--- config.mk ---
export PLATFORM = sky130hd
export DESIGN_NAME = sir_phy
export DESIGN_NICKNAME = d
export VERILOG_FILES = /design/src/rtl/sir_pkg.sv /design/src/rtl/sir_encoder.sv /design/src/rtl/sir_decoder.sv /design/src/rtl/sir_phy.sv
export SDC_FILE = /design/constraint.sdc
export NUM_CORES = 1
export LEC_CHECK = 0
export ABC_AREA = 0
export BUFFER_PORTS_ARGS = -buffer_cell sky130_fd_sc_hd__buf_2
export CAP_MARGIN = 0
export CORE_ASPECT_RATIO = 0.75
export CORE_MARGIN = 5
export CORE_UTILIZATION = 45
export CTS_BUF_LIST = sky130_fd_sc_hd__clkbuf_4 sky130_fd_sc_hd__clkbuf_8
export DETAILED_ROUTE_END_ITERATION = 10
export MAX_ROUTING_LAYER = met4
export PLACE_DENSITY = 0.73
export REMOVE_ABC_BUFFERS = 1
export SLEW_MARGIN = 25
export SYNTH_ARGS = -nofsm -noshare
export SYNTH_HDL_FRONTEND = slang
export SYNTH_SLANG_ARGS = --single-unit
--- constraint.sdc ---
create_clock -name clk -period 1.6 [get_ports clk]
set_input_delay 0 -clock clk [delete_from_list [all_inputs] [get_ports clk]]
set_output_delay 0 -clock clk [all_outputs]
set_load 0.01 [all_outputs]
--- src/rtl/sir_pkg.sv ---
package sir_pkg;

  // A new bit period opens on a tick where the UART line is low and the
  // line was high at the last tick, or the previous low bit has run its span.
  function automatic logic bit_opens(logic line_now, logic line_before,
                                     logic span_done);
    return !line_now && (line_before || span_done);
  endfunction

  // Drive level of the emitter in encoding mode.
  function automatic logic emit_level(logic pulsing, logic invert);
    return pulsing ^ invert;
  endfunction

  // Whether a detector sample counts as light, given the receive polarity.
  function automatic logic is_lit(logic sample, logic invert);
    return sample ^ invert;
  endfunction

endpackage

--- src/rtl/sir_encoder.sv ---
module sir_encoder #(
  parameter int TICKS_PER_BIT = 16,
  parameter int PULSE_TICKS   = 3,
  parameter int PULSE_CLKS    = 400
) (
  input  logic clk,
  input  logic rst_n,
  input  logic tick,
  input  logic txd,
  input  logic width_fixed,
  output logic pulse_active
);
  localparam int PW = $clog2(TICKS_PER_BIT);
  localparam int TW = $clog2(PULSE_TICKS + 1);
  localparam int CW = $clog2(PULSE_CLKS + 1);
  localparam logic [PW-1:0] LAST_PHASE = PW'(TICKS_PER_BIT - 1);

  logic [PW-1:0] phase_q;
  logic          txd_last_q;
  logic [TW-1:0] tick_left_q;
  logic [CW-1:0] clk_left_q;
  logic          bit_start;

  assign bit_start = tick && sir_pkg::bit_opens(txd, txd_last_q, phase_q == LAST_PHASE);

  always_ff @(posedge clk or negedge rst_n) begin
    if (!rst_n) begin
      phase_q    <= LAST_PHASE;
      txd_last_q <= 1'b1;
    end else if (tick) begin
      txd_last_q <= txd;
      if (bit_start || phase_q == LAST_PHASE) phase_q <= '0;
      else                                    phase_q <= phase_q + PW'(1);
    end
  end

  always_ff @(posedge clk or negedge rst_n) begin
    if (!rst_n) begin
      tick_left_q <= '0;
    end else if (bit_start) begin
      tick_left_q <= TW'(PULSE_TICKS);
    end else if (tick && tick_left_q != '0) begin
      tick_left_q <= tick_left_q - TW'(1);
    end
  end

  always_ff @(posedge clk or negedge rst_n) begin
    if (!rst_n) begin
      clk_left_q <= '0;
    end else if (bit_start) begin
      clk_left_q <= CW'(PULSE_CLKS);
    end else if (clk_left_q != '0) begin
      clk_left_q <= clk_left_q - CW'(1);
    end
  end

  assign pulse_active = width_fixed ? (clk_left_q != '0) : (tick_left_q != '0);

  a_r3_start_pulses: assert property (@(posedge clk) disable iff (!rst_n)
    bit_start |=> pulse_active);

  a_r4_tick_release: assert property (@(posedge clk) disable iff (!rst_n)
    (!width_fixed && tick && tick_left_q == TW'(1) && !bit_start)
      |=> (!pulse_active || width_fixed));

  a_r5_fixed_hold: assert property (@(posedge clk) disable iff (!rst_n)
    (width_fixed && clk_left_q > CW'(1) && !bit_start)
      |=> (pulse_active || !width_fixed));

endmodule

--- src/rtl/sir_decoder.sv ---
module sir_decoder #(
  parameter int TICKS_PER_BIT = 16,
  parameter int SYNC_STAGES   = 2
) (
  input  logic clk,
  input  logic rst_n,
  input  logic tick,
  input  logic ir_in,
  input  logic invert,
  input  logic suppress,
  output logic rxd
);
  localparam int HW = $clog2(TICKS_PER_BIT + 1);

  logic [SYNC_STAGES-1:0] sync_q;
  logic                   lit_now;
  logic                   lit_prev_q;
  logic                   edge_raw;
  logic                   edge_take;
  logic [HW-1:0]          hold_q;

  always_ff @(posedge clk or negedge rst_n) begin
    if (!rst_n) sync_q <= '0;
    else        sync_q <= {sync_q[SYNC_STAGES-2:0], ir_in};
  end

  assign lit_now   = sir_pkg::is_lit(sync_q[SYNC_STAGES-1], invert);
  assign edge_raw  = lit_now && !lit_prev_q;
  assign edge_take = edge_raw && !suppress;

  always_ff @(posedge clk or negedge rst_n) begin
    if (!rst_n) lit_prev_q <= 1'b1;
    else        lit_prev_q <= lit_now;
  end

  always_ff @(posedge clk or negedge rst_n) begin
    if (!rst_n) begin
      hold_q <= '0;
    end else if (edge_take) begin
      hold_q <= HW'(TICKS_PER_BIT);
    end else if (tick && hold_q != '0) begin
      hold_q <= hold_q - HW'(1);
    end
  end

  assign rxd = (hold_q == '0);

  a_r8_edge_loads: assert property (@(posedge clk) disable iff (!rst_n)
    edge_take |=> !rxd);

  a_r10_edge_beats_tick: assert property (@(posedge clk) disable iff (!rst_n)
    (edge_take && tick) |=> (hold_q == HW'(TICKS_PER_BIT)));

  a_r11_echo_blocks: assert property (@(posedge clk) disable iff (!rst_n)
    (suppress && rxd) |=> rxd);

endmodule

--- src/rtl/sir_phy.sv ---
module sir_phy #(
  parameter int TICKS_PER_BIT = 16,
  parameter int PULSE_TICKS   = 3,
  parameter int PULSE_CLKS    = 400,
  parameter int SYNC_STAGES   = 2
) (
  input  logic clk,
  input  logic rst_n,
  input  logic baud_tick16,
  input  logic tx_ir_en,
  input  logic rx_ir_en,
  input  logic fixed_width_sel,
  input  logic tx_pulse_inv,
  input  logic rx_pulse_inv,
  input  logic uart_txd,
  output logic ir_tx,
  input  logic ir_rx,
  output logic uart_rxd
);
  logic enc_pulse;
  logic echo_gate;
  logic dec_rxd;

  sir_encoder #(
    .TICKS_PER_BIT(TICKS_PER_BIT),
    .PULSE_TICKS  (PULSE_TICKS),
    .PULSE_CLKS   (PULSE_CLKS)
  ) u_enc (
    .clk         (clk),
    .rst_n       (rst_n),
    .tick        (baud_tick16),
    .txd         (uart_txd),
    .width_fixed (fixed_width_sel),
    .pulse_active(enc_pulse)
  );

  assign echo_gate = tx_ir_en && enc_pulse;

  sir_decoder #(
    .TICKS_PER_BIT(TICKS_PER_BIT),
    .SYNC_STAGES  (SYNC_STAGES)
  ) u_dec (
    .clk     (clk),
    .rst_n   (rst_n),
    .tick    (baud_tick16),
    .ir_in   (ir_rx),
    .invert  (rx_pulse_inv),
    .suppress(echo_gate),
    .rxd     (dec_rxd)
  );

  assign ir_tx    = tx_ir_en ? sir_pkg::emit_level(enc_pulse, tx_pulse_inv) : uart_txd;
  assign uart_rxd = rx_ir_en ? dec_rxd : ir_rx;

  a_r1_rx_idle_after_reset: assert property (@(posedge clk) disable iff (!rst_n)
    $rose(rst_n) |-> dec_rxd);

endmodule

-- Word-level counts from Yosys, hierarchy flattened
Index checks and enable logic that the tools add are counted.
- bitwise operators: 2
- mux-type cells: 10
- add/subtract/negate cells: 4
- reduce and logical (&&, ||, !) cells: 19
- equality and inequality tests: 1
- operator list (operator ; count):
    2-to-1 mux 9 bit ; 2
    2-to-1 mux 5 bit ; 2
    nonzero test 9 bit ; 1
    subtractor 9 x 1 -> 9 bit, second input constant ; 1
    nonzero test 2 bit ; 4
    logical AND 1 bit ; 7
    zero test 5 bit ; 1
    nonzero test 5 bit ; 1
    subtractor 5 x 1 -> 5 bit, second input constant ; 1
    adder 4 x 1 -> 4 bit, second input constant ; 1
    equality test 4 bit, second input constant ; 1
    2-to-1 mux 2 bit ; 2
    2-to-1 mux 4 bit ; 1
    zero test 1 bit ; 3
    2-to-1 mux 1 bit ; 3
    logical OR 1 bit ; 2
    subtractor 2 x 1 -> 2 bit, second input constant ; 1
    bitwise XOR 1 bit ; 2
- logic and storage cells: 43
- flip-flop bits (word level): 24
- output and inout port bits: 2

-- Longest topological paths before layout
Gate-level depths: netlist (run 1).
- word-level depth: 6
- mapped depth: 6
- gate-level depth less buffers: 6

-- By module
From an unflattened synthesis (run 1), not the netlist that was laid out.
- cells, all modules: 126
- area total of the unflattened synthesis: 1253.7 um2
- modules (own cells, without submodules) (module ; instances ; area an instance (um2) ; cells each ; seq. area each (um2)):
    sir_encoder ; 1 ; 872.1 ; 91 ; 406.6
    sir_decoder ; 1 ; 345.3 ; 30 ; 201.4
    sir_phy ; 1 ; 36.3 ; 5 ; 0.0

-- Worst setup path after synthesis (run 1)
No wires, ideal clock.
- path type: register to register
- start: register u_enc.clk_left_q[0]
- end: register u_dec.hold_q[1]
- arrival time: 1539 ps
- data required time: 1465 ps
- setup slack: -74 ps
- setup time: 135 ps
- stages on the path, launching flop included: 7
- period minus slack after synthesis: 1674 ps
- cell sequence: dfrtp_1 -> inv_1 -> ha_1 -> nor4b_2 -> a31oi_1 -> a21oi_2 -> a211oi_1
- cells in the longest elaborated chain, start to end: 6
- elaborated cells on any way between the ends: 7
- those cells by class: mux (2); reduce/logical (5)
- RTL lines (item ; RTL line ; text):
    start: declaration ; sir_encoder.sv:21 ; logic [CW-1:0] clk_left_q;
    start signal: assignment ; sir_encoder.sv:51 ; clk_left_q <= CW'(PULSE_CLKS);
    start signal: assignment ; sir_encoder.sv:53 ; clk_left_q <= clk_left_q - CW'(1);
    nonzero test 9 bit (*) ; sir_encoder.sv:57 ; assign pulse_active = width_fixed ? (clk_left_q != '0) : (tick_left_q != '0);
    2-to-1 mux 1 bit (*) ; sir_encoder.sv:57 ;
    logical AND 1 bit (*) ; sir_phy.sv:37 ; assign echo_gate = tx_ir_en && enc_pulse;
    zero test 1 bit (*) ; sir_decoder.sv:29 ; assign edge_take = edge_raw && !suppress;
    logical AND 1 bit (*) ; sir_decoder.sv:29 ;
    2-to-1 mux 5 bit / nonzero test 2 bit (equally long branches) ; -- ;
    end signal: assignment ; sir_decoder.sv:40 ; hold_q <= HW'(TICKS_PER_BIT);
    end signal: assignment ; sir_decoder.sv:42 ; hold_q <= hold_q - HW'(1);
    end: declaration ; sir_decoder.sv:20 ; logic [HW-1:0] hold_q;
Mark *: on every way between the ends. The rest lies on a longest branch, timed or not.
A chain may end at the register's enable or synchronous reset.

-- Worst setup path after layout (run 1)
- start: register u_enc.clk_left_q[5]
- end: output port ir_tx
- cells in the longest elaborated chain, start to end: 4
- RTL lines (item ; RTL line ; text):
    nonzero test 9 bit ; sir_encoder.sv:57 ;
    2-to-1 mux 1 bit ; sir_encoder.sv:57 ;
    bitwise XOR 1 bit ; sir_pkg.sv:12 ; return pulsing ^ invert;
    2-to-1 mux 1 bit ; sir_phy.sv:52 ; assign ir_tx = tx_ir_en ? sir_pkg::emit_level(enc_pulse, tx_pulse_inv) : uart_txd;
    end: declaration ; sir_phy.sv:16 ; output logic ir_tx,
Every way passes these cells.

==> impl_metrics.json, run 1 <==
{
  "min_path_type": "in -> reg",
  "drtIter0Drc": 65,
  "grt_use_total": 0.1661,
  "cts_sinks": 24,
  "wl_per_cell_um": 15.03,
  "synth_edf_count": 0,
  "yosys.cell_count.top_type": "dfrtp_1",
  "ys.flop_type": "dfrtp_1",
  "crit_path_start_kind": "flip-flop",
  "initial_core_util": 0.4644,
  "ctsHtreeMaxLevel": 1,
  "drv_cap": 0,
  "finalSetupViolCount": 9,
  "fin_crit_sh": 1.193,
  "drtPass1Iterations": 4,
  "synth_top_area_frac": 0.3785,
  "hold_viol": 0,
  "clk_pin_slew_ns": 0.14,
  "outcome": "complete, but fails checks",
  "fin_nets": 173,
  "crit_type": "reg -> out",
  "synth.yosys.warnings": 0,
  "cts_made_buffers": 3,
  "vias": 1029,
  "die_area_sq_um": 3783,
  "crit_fanout": 4,
  "fmax_mhz": 523.7,
  "yosysSeqAreaShare": 0.5110,
  "insertedDiodeCount": 0,
  "top_layer": "met4",
  "instances_no_fill": 194,
  "dr_wl_met2_mm": 1.477,
  "worst_slack_ns": -0.3093,
  "worst_slew_pin_slew_ns": 0.5323,
  "synthArstFlopShare": 1.000,
  "grt_overflow": 0,
  "clock_skew_ns": 0.01249,
  "core_area_sq_um": 2562,
  "grt_pass1_wl_mm": 4.678,
  "ys_seq_elements": 24,
  "areaGrowthSynthToFinish_pct": 42.59,
  "violations": "setup timing",
  "die_w_um": 69.38,
  "fillers": 195,
  "syn_area_sq_um": 1190,
  "wl_met3_um": 94,
  "die_h_um": 54.53,
  "end_kind": "primary output",
  "dp.cells": 173,
  "gp_congestion": 0.7524,
  "clockBufferDepth": 2,
  "cts_root_buf": "clkbuf_4",
  "drc": 0,
  "dp_hpwl_mm": 1.688,
  "port-buffer-count": 11,
  "rows": 16,
  "crit_arrival_ns": 1.91,
  "ioPinCount": 12,
  "critPathRequiredTime_ns": 1.60,
  "rsz0062_at_grt": "true",
  "ir_drop_mv": 0.5576,
  "ant_nets": 0,
  "antenna_found_initial": 0,
  "drive_gt1_frac": 0.4304,
  "synth_cell_type_count": 36,
  "insertion_delay_ns": 0.33,
  "synth_cells": 116,
  "yosys-top-cells-area": "dfrtp_1, dfstp_2, ha_1",
  "wl_met1_mm": 1.295,
  "synth_top_cell_by_area": "dfrtp_1",
  "yosys-top-cells-count": "dfrtp_1, nor2_1, inv_1, a21oi_1, nand2_1",
  "holdWs_ns": 0.01565,
  "wl_mm": 2.915,
  "place_ws_ns": -0.01915,
  "finalCriticalPeriod_ns": 1.909,
  "synth.avg_cell_area_sq_um": 10.26,
  "first_global_vias": 1050,
  "timing.slew.headroom": 0.6451,
  "viasPerCell": 5.304,
  "p_leak_nw": 0.7663,
  "powerDensity_nw_per_um2": 1615,
  "grt_max_degree": 25,
  "slew_viol_final": 0,
  "cts_tree": "done"
}
per-stage QoR:
stage                     TNS [ns]    util  area, sq um  power [mW]
final                       -1.800  0.6621         1697       2.740
after global routing        -2.984  0.6621         1697       2.909
after CTS                  -0.2964  0.6240         1599       2.553
after detailed placement  -0.03844  0.5352         1371       1.910
after global placement    -0.03780  0.5352         1371       1.855
after floorplan             -5.799       -         1181       1.585
where the power goes:
part | internal [mW] | leakage, nW | switching (mW)
clock | 0.254 | 0.0279 | 0.188
sequential | 0.855 | 0.274 | 0.205
combinational | 0.689 | 0.464 | 0.549
cell usage in the layout (no fill, tap or decap), types with 2 or more instances in the layout:
cell type	synthesis	routed
dfstp_2	6	6
nand3b_1	2	2
xnor2_1	5	3
inv_1	9	7
a211oi_2	1	2
dlygate4sd3_1	0	5
dfrtp_1	18	18
a21o_1	2	2
buf_4	0	22
nor2b_1	3	3
ha_1	4	2
a31oi_1	3	2
clkbuf_4	0	3
buf_2	1	10
nor4b_4	0	2
a21oi_1	8	7
inv_2	0	2
o22ai_1	2	2
nand2b_1	4	4
xor2_1	2	2
nor2_2	1	3
o21ai_0	2	2
nor3_1	2	2
nor2_1	11	9
xnor2_2	0	2
nand2_1	7	6
buf_6	0	3
nand3_1	5	4
registers in the layout, indices dropped and copies added (netlist names):
signal	count
u_enc.clk_left_q	9
u_enc.phase_q	4
u_dec.lit_prev_q	1
u_enc.tick_left_q	2
u_enc.txd_last_q	1
u_dec.hold_q	5
u_dec.sync_q	2
metal layers:
metal | global-route usage | vias up
li1 | - | 489
met1 | 0.1771 | 507
met2 | 0.3149 | 26
met3 | 0.04220 | 7
met4 | 0.04870 | 0
met5 | - | -
area by class of cell:
class | count | area [sq um] | area share
clock buffer | 3 | 22.52 | 0.01327
inverter | 9 | 33.78 | 0.01991
clock inverter | 1 | 30.03 | 0.01770
timing repair buffer | 40 | 299.0 | 0.1763
tap | 36 | 45.04 | 0.02655
sequential | 24 | 608.1 | 0.3584
multi-input combinational | 81 | 658.1 | 0.3879
cell families after synthesis:
kind of cell    share of synthesized area
simple gates                       0.2030
mux                               0.01893
compound gates                     0.1378
buf+inv                           0.03574
fa+ha+maj                         0.04206
xor+xnor                          0.05153
flops                              0.5110
final timing paths:
check                                                start                              end  slack, ns  depth (start not counted)
max in group asynchronous                            rst_n     u_enc.phase_q[2]$_DFFE_PN1P_       1.05                          2
min reg2reg                      u_dec.sync_q[0]$_DFF_PN0_        u_dec.sync_q[1]$_DFF_PN0_       0.37                          0
max                        u_enc.clk_left_q[5]$_DFFE_PN0P_                            ir_tx      -0.31                          6
max reg2reg                u_enc.clk_left_q[5]$_DFFE_PN0P_      u_dec.hold_q[4]$_DFFE_PN0P_      -0.22                          7
min                                            baud_tick16     u_enc.phase_q[1]$_DFFE_PN1P_       0.02                          2
min in group asynchronous                            rst_n  u_enc.clk_left_q[8]$_DFFE_PN0P_       0.17                          2
timing repair:
action                                  CTS  global route
gates resized for setup                  12            14
endpoints found under the hold margin    25             0
endpoints found under the setup margin    6            16
hold buffers                              5             0
pin swaps                                 6            12
setup buffers                             7             5
critical path, cell delays in order, from the launching register on:
cell and delay, ns:
dfrtp_1 0.45, nor4_1 0.35, buf_4 0.23, a31oi_4 0.11, xnor2_2 0.14, a21oi_1 0.15, buf_2 0.15
No activity file was read; power rests on OpenSTA's default activity.
==> run 2, diff against run 1 <==
--- a/config.mk
+++ b/config.mk
@@ -5,7 +5,7 @@
 export SDC_FILE = /design/constraint.sdc
 export NUM_CORES = 1
 export LEC_CHECK = 0
-export ABC_AREA = 0
+export ABC_AREA = 1
 export BUFFER_PORTS_ARGS = -buffer_cell sky130_fd_sc_hd__buf_2
 export CAP_MARGIN = 0
 export CORE_ASPECT_RATIO = 0.75
@@ -14,7 +14,7 @@
 export CTS_BUF_LIST = sky130_fd_sc_hd__clkbuf_4 sky130_fd_sc_hd__clkbuf_8
 export DETAILED_ROUTE_END_ITERATION = 10
 export MAX_ROUTING_LAYER = met4
-export PLACE_DENSITY = 0.73
+export PLACE_DENSITY = 0.72
 export REMOVE_ABC_BUFFERS = 1
 export SLEW_MARGIN = 25
 export SYNTH_ARGS = -nofsm -noshare
==> constraint.sdc (replaced) <==
create_clock -name clk -period 1.6 [get_ports clk]
set_input_delay 0.08 -clock clk [delete_from_list [all_inputs] [get_ports clk]]
set_output_delay 0.08 -clock clk [all_outputs]
set_load 0.01 [all_outputs]
==> impl_metrics.json, run 2 <==
{
  "yosys-top-cells-count": "nand2_1, inv_1, dfrtp_1, nand3_1, nor2_1",
  "dp.cells": 206,
  "drc": 0,
  "crit_type": "reg -> out",
  "mostFrequentLayoutCells": "nand2_1, inv_1, dfrtp_1",
  "cts_sinks": 24,
  "antenna_found_initial": 0,
  "fillers": 252,
  "worst_slew_pin_slew_ns": 0.5484,
  "yosys-top-cells-area": "dfrtp_1, dfstp_2, nand2_1",
  "reg.largest.list": "u_enc.clk_left_q x9, u_dec.hold_q x5, u_enc.phase_q x4",
  "ant_nets": 0,
  "die_w_um": 73.31,
  "drive_gt1_frac": 0.4153,
  "min_path_type": "in -> reg",
  "crit_path_start_kind": "flip-flop",
  "cts_tree": "done",
  "insertedDiodeCount": 0,
  "largest_reg_flops": 9,
  "insertion_delay_ns": 0.27,
  "rows": 17,
  "outcome": "complete, but fails checks",
  "vias": 1135,
  "instances_no_fill": 221,
  "drtIter0Drc": 129,
  "reg2reg_to": "u_enc.tick_left_q[1]$_DFFE_PN0P_",
  "slew_viol_final": 0,
  "clockBufferDepth": 2,
  "hold_viol": 0,
  "p_leak_nw": 0.8514,
  "ys.flop_type": "dfrtp_1",
  "rsz0062_at_grt": "true",
  "initial_core_util": 0.4641,
  "critPathRequiredTime_ns": 1.52,
  "gp_congestion": 0.8439,
  "p_comb_frac": 0.416,
  "finish.utilization": 0.5805,
  "fmax_mhz": 595.0,
  "end_kind": "primary output",
  "grt_use_total": 0.1593,
  "wl_per_cell_um": 14.25,
  "die_area_sq_um": 4214,
  "p_sw_frac": 0.3779,
  "reg2reg_depth": 7,
  "synth_top_cell_by_area": "dfrtp_1",
  "grt_max_degree": 25,
  "fin_nets": 198,
  "ys_seq_elements": 24,
  "seqPwrFrac": 0.389,
  "crit_start": "u_enc.clk_left_q[0]$_DFFE_PN0P_",
  "port-buffer-count": 11,
  "wl_mm": 3.150,
  "yosys.cell_count.top_type": "nand2_1",
  "finalCriticalPeriod_ns": 1.681,
  "synth_cell_type_count": 31,
  "ir_drop_mv": 0.5274,
  "syn_area_sq_um": 1353,
  "multi_input_area_sq_um": 680.7,
  "ctsHtreeMaxLevel": 1,
  "clock_skew_ns": 0.003600,
  "synth_top_area_frac": 0.3330,
  "grt_pass1_wl_mm": 5.099,
  "powerDensity_nw_per_um2": 1631,
  "areaGrowthSynthToFinish_pct": 25.07,
  "dp_hpwl_mm": 2.085,
  "drv_cap": 0,
  "crit_fanout": 3,
  "worst_slack_ns": -0.08062,
  "synth.avg_cell_area_sq_um": 8.670,
  "p_sw_mw": 1.043,
  "drtPass1Iterations": 4,
  "die_h_um": 57.48,
  "p_int_mw": 1.717,
  "first_global_vias": 1082,
  "core_area_sq_um": 2914,
  "synth_cells": 156,
  "ioPinCount": 12,
  "finalSetupViolCount": 1,
  "final_common_cell": "nand2_1",
  "cts_root_buf": "clkbuf_8",
  "r2r_slack_ns": 0.06,
  "power.share.clock": 0.195,
  "regMostFlops": "u_enc.clk_left_q",
  "crit_path_end": "ir_tx",
  "synth.yosys.warnings": 0,
  "synthArstFlopShare": 1.000,
  "cts_made_buffers": 3,
  "synth_edf_count": 0,
  "fin_crit_sh": 1.050,
  "timing.slew.headroom": 0.6344,
  "grt_overflow": 0,
  "r2r-start": "u_enc.phase_q[1]$_DFFE_PN1P_",
  "regArea_sq_um": 610.6,
  "clk_pin_slew_ns": 0.09,
  "yosysSeqAreaShare": 0.4496,
  "violations": "setup timing",
  "crit_arrival_ns": 1.60,
  "viasPerCell": 5.136
}
## run 2: changes by cell type in the layout (fill, tap and decap cells not counted), sizes merged, moves of 3 or more
cell	previous run	this run
a211oi	4	1
nand3	5	20
inv	9	28
nand2	7	32
buf	35	23
nand2b	4	0
a21oi	9	5
nor2b	3	0
xnor2	5	0
xor2	2	7
o21ai	2	6
nor2	12	17
dlygate4sd3	5	2
## run 2: stage by stage
| stage | cell area [sq um] | total power, mW | hold WS, ns | TNS [ns] | setup WS (ns) |
|---|---|---|---|---|---|
| finish | 1692 | 2.760 | 0.04984 | -0.08062 | -0.08062 |
| global route | 1692 | 2.948 | 0.06186 | -0.1965 | -0.1382 |
| CTS | 1603 | 2.617 | 0.03342 | -0.04811 | -0.04811 |
| detailed placement | 1459 | 1.976 | 0.09819 | 0 | 0.01959 |
| global placement | 1459 | 1.884 | 0.08798 | 0 | 0.1216 |
| floorplan | 1334 | 1.733 | -0.2156 | 0 | 0.2054 |
## run 2: critical path: stages, from the launching register on
cell and delay [ns]:
dfrtp_1 0.41, inv_2 0.10, ha_4 0.16, nand2_4 0.05
nor2_4 0.12, nand3_4 0.09, nand2_2 0.08, nand3_2 0.07
nand3_2 0.07, nand2_2 0.06, buf_6 0.12
## run 2: power by group through the flow
stage | clock, mW | combinational [mW] | sequential [mW]
floorplan | 0 | 0.708 | 1.02
global placement | 0 | 0.832 | 1.05
detailed placement | 0 | 0.905 | 1.07
CTS | 0.548 | 1.02 | 1.05
global route | 0.578 | 1.27 | 1.10
finish | 0.538 | 1.15 | 1.07
## run 2: kinds of logic after synthesis
family	Yosys count	share of synthesized area
XOR/XNOR	7	0.04533
AND/OR/NAND/NOR	75	0.3044
flip-flops	24	0.4496
AO/OA/AOI/OAI	16	0.07031
buffers and inverters	30	0.09343
adder cells (fa/ha/maj)	4	0.03700
## run 2: worst min-delay path by stage
| stage | slack (ns) | from | cells past startpoint | to |
|---|---|---|---|---|
| 2_1_floorplan | -0.22 | rst_n | 0 | u_dec.hold_q[0]$_DFFE_PN0P_ |
| 3_3_place_gp | 0.09 | rst_n | 1 | u_enc.clk_left_q[7]$_DFFE_PN0P_ |
| 3_5_place_dp | 0.1 | rst_n | 1 | u_enc.clk_left_q[3]$_DFFE_PN0P_ |
| 4_1_cts | 0.03 | rx_pulse_inv | 4 | u_dec.lit_prev_q$_DFF_PN1_ |
| 5_1_grt | 0.06 | rx_pulse_inv | 4 | u_dec.lit_prev_q$_DFF_PN1_ |
| 6_report | 0.05 | rx_pulse_inv | 4 | u_dec.lit_prev_q$_DFF_PN1_ |
## run 2: final cells by class
class / count / area share
inverters: 28 / 0.06509
well taps: 38 / 0.02811
clock inverters: 1 / 0.01775
multi-input cells: 102 / 0.4024
repair buffers: 25 / 0.1013
clock buffers: 3 / 0.02441
flip-flops and latches: 24 / 0.3609
## run 2: timing repair
item                       in CTS  in global routing
setup endpoints to repair       1                 10
hold buffers                    2                  0
gates resized for setup         5                 18
hold endpoints to repair       19                  0
pin swaps                       3                 11
buffers inserted                5                  4
## run 2: layer usage
metal,wire length [um],vias up,track usage
met5,0,-,-
met4,40,0,0.04134
met3,120,6,0.01585
met2,1677,36,0.2637
met1,1313,546,0.2085
li1,-,547,-
==> run 3, diff against run 2 <==
==> constraint.sdc (replaced) <==
create_clock -name clk -period 1.5 [get_ports clk]
set_input_delay 0.075 -clock clk [delete_from_list [all_inputs] [get_ports clk]]
set_output_delay 0.075 -clock clk [all_outputs]
set_load 0.01 [all_outputs]
==> impl_metrics.json, run 3 (same netlist as run 2, synthesis figures left out) <==
{
  "grt_use_total": 0.1486,
  "place_ws_ns": -0.01853,
  "insertion_delay_ns": 0.27,
  "crit_type": "reg -> out",
  "fin_crit_sh": 1.091,
  "drtPass1Iterations": 4,
  "first_global_vias": 1104,
  "cts_made_buffers": 3,
  "p_sw_frac": 0.3735,
  "fin_nets": 201,
  "slew_viol_final": 0,
  "clockBufferDepth": 2,
  "cts_tree": "done",
  "rsz0062_at_grt": "true",
  "mostFrequentLayoutCells": "nand2_1, inv_1, dfrtp_1",
  "drtIter0Drc": 56,
  "worst_slack_ns": -0.1359,
  "cts_sinks": 24,
  "viasPerCell": 4.955,
  "die_area_sq_um": 4214,
  "slowest_stage": "dfrtp_1",
  "finish.utilization": 0.6050,
  "drive_gt1_frac": 0.4570,
  "largest_reg_flops": 9,
  "port-buffer-count": 11,
  "die_w_um": 73.31,
  "ioPinCount": 12,
  "instances_no_fill": 224,
  "areaGrowthSynthToFinish_pct": 30.34,
  "clk_pin_slew_ns": 0.09,
  "place_area_sq_um": 1474,
  "dp_hpwl_mm": 1.911,
  "crit_path_frequent_cell": "nand3_2",
  "min_path_type": "in -> reg",
  "p_comb_frac": 0.439,
  "seqPwrFrac": 0.375,
  "p_leak_nw": 0.8750,
  "end_kind": "primary output",
  "finalSetupViolCount": 5,
  "crit_path_start_kind": "flip-flop",
  "gp_congestion": 0.8590,
  "cp_cell_sequence": "inv_2 > ha_4 > nand2_4 > nor2_4 > nand3_4 > nand2_2 > nand3_2 > nand3_2 > nand2_1 > buf_2",
  "wl_per_cell_um": 13.60,
  "wl_mm": 3.047,
  "worst_slew_pin_slew_ns": 0.5383,
  "total_power_mw": 3.056,
  "fillers": 226,
  "insertedDiodeCount": 0,
  "outcome": "complete, but fails checks",
  "p_int_mw": 1.914,
  "crit_fanout": 3,
  "antenna_found_initial": 0,
  "reg.largest.list": "u_enc.clk_left_q x9, u_dec.hold_q x5, u_enc.phase_q x4",
  "fin_area_sq_um": 1763,
  "drc": 0,
  "grt_max_degree": 25,
  "initial_core_util": 0.4641,
  "timing.slew.headroom": 0.6411,
  "core_area_sq_um": 2914,
  "dp.cells": 208,
  "p_sw_mw": 1.141,
  "vias": 1110,
  "grt_overflow": 0,
  "ctsHtreeMaxLevel": 1,
  "hold_viol": 0,
  "drv_cap": 0,
  "power.share.clock": 0.186,
  "die_h_um": 57.48,
  "critPathRequiredTime_ns": 1.42,
  "ant_nets": 0,
  "powerDensity_nw_per_um2": 1733,
  "crit_arrival_ns": 1.56,
  "cts_root_buf": "clkbuf_8",
  "max_stage_delay_ns": 0.40,
  "final_common_cell": "nand2_1",
  "violations": "setup timing",
  "finalCriticalPeriod_ns": 1.636,
  "clock_skew_ns": 0.01434,
  "fmax_mhz": 611.3,
  "rows": 17,
  "grt_pass1_wl_mm": 4.740,
  "regMostFlops": "u_enc.clk_left_q",
  "ir_drop_mv": 0.8783
}
==> run 3: power by group through the flow <==
stage                     clock network [mW]  logic (mW)  registers, mW
final                                  0.567        1.34           1.15
after global routing                   0.605        1.48           1.17
after CTS                              0.573        1.15           1.12
after detailed placement                   0        1.00           1.12
after global placement                     0       0.947           1.11
after floorplan                            0       0.756           1.09
==> run 3: final timing paths <==
check,from,to,slack [ns],depth (start not counted)
hold reg to reg,u_dec.sync_q[0]$_DFF_PN0_,u_dec.sync_q[1]$_DFF_PN0_,0.37,0
min in group asynchronous,rst_n,u_enc.clk_left_q[1]$_DFFE_PN0P_,0.31,2
setup / recovery,u_enc.clk_left_q[0]$_DFFE_PN0P_,ir_tx,-0.14,10
max in group asynchronous,rst_n,u_enc.phase_q[0]$_DFFE_PN1P_,0.81,2
setup reg to reg,u_enc.clk_left_q[0]$_DFFE_PN0P_,u_enc.clk_left_q[7]$_DFFE_PN0P_,-0.08,11
hold / removal,rx_pulse_inv,u_dec.lit_prev_q$_DFF_PN1_,0.02,4
==> run 3: area by class of cell <==
cell class                 count  area, sq um  share of cell area
multi-input combinational    102        726.9              0.4123
clock inverter                 1        30.03             0.01703
clock buffer                   3        41.29             0.02342
inverter                      28        112.6             0.06388
tap                           38        47.55             0.02697
sequential                    24        609.3              0.3456
timing repair buffer          28        195.2              0.1107
==> run 3: per-layer routing <==
layer / share of wire / vias to the layer above / GRT usage
li1: - / 547 / -
met1: 0.43 / 535 / 0.1754
met2: 0.52 / 20 / 0.2561
met3: 0.030 / 8 / 0.03345
met4: 0.019 / 0 / 0.03618
met5: 0 / - / -
==> run 3: per-stage QoR <==
| step | hold WS [ns] | TNS, ns |
|---|---|---|
| floorplan | -0.2206 | 0 |
| global placement | 0.08012 | -0.02323 |
| detailed placement | 0.08149 | -0.05009 |
| CTS | 0.02824 | -0.1539 |
| global route | 0.06450 | -0.7795 |
| finish | 0.02490 | -0.3065 |
==> run 3: critical path: cells and delay by family (launching register included) <==
family	cells	cell delay [ns]
adder cells (fa/ha/maj)	1	0.16
flip-flops	1	0.40
AND/OR/NAND/NOR	7	0.51
buffers and inverters	2	0.22
==> run 3: repair_timing <==
| item | 4_1_cts | 5_1_grt |
|---|---|---|
| buffers inserted | 6 | 4 |
| resized for setup | 9 | 26 |
| hold buffers | 2 | 0 |
| pin swaps | 4 | 11 |
| endpoints found under the setup margin | 6 | 10 |
| endpoints found under the hold margin | 19 | 0 |
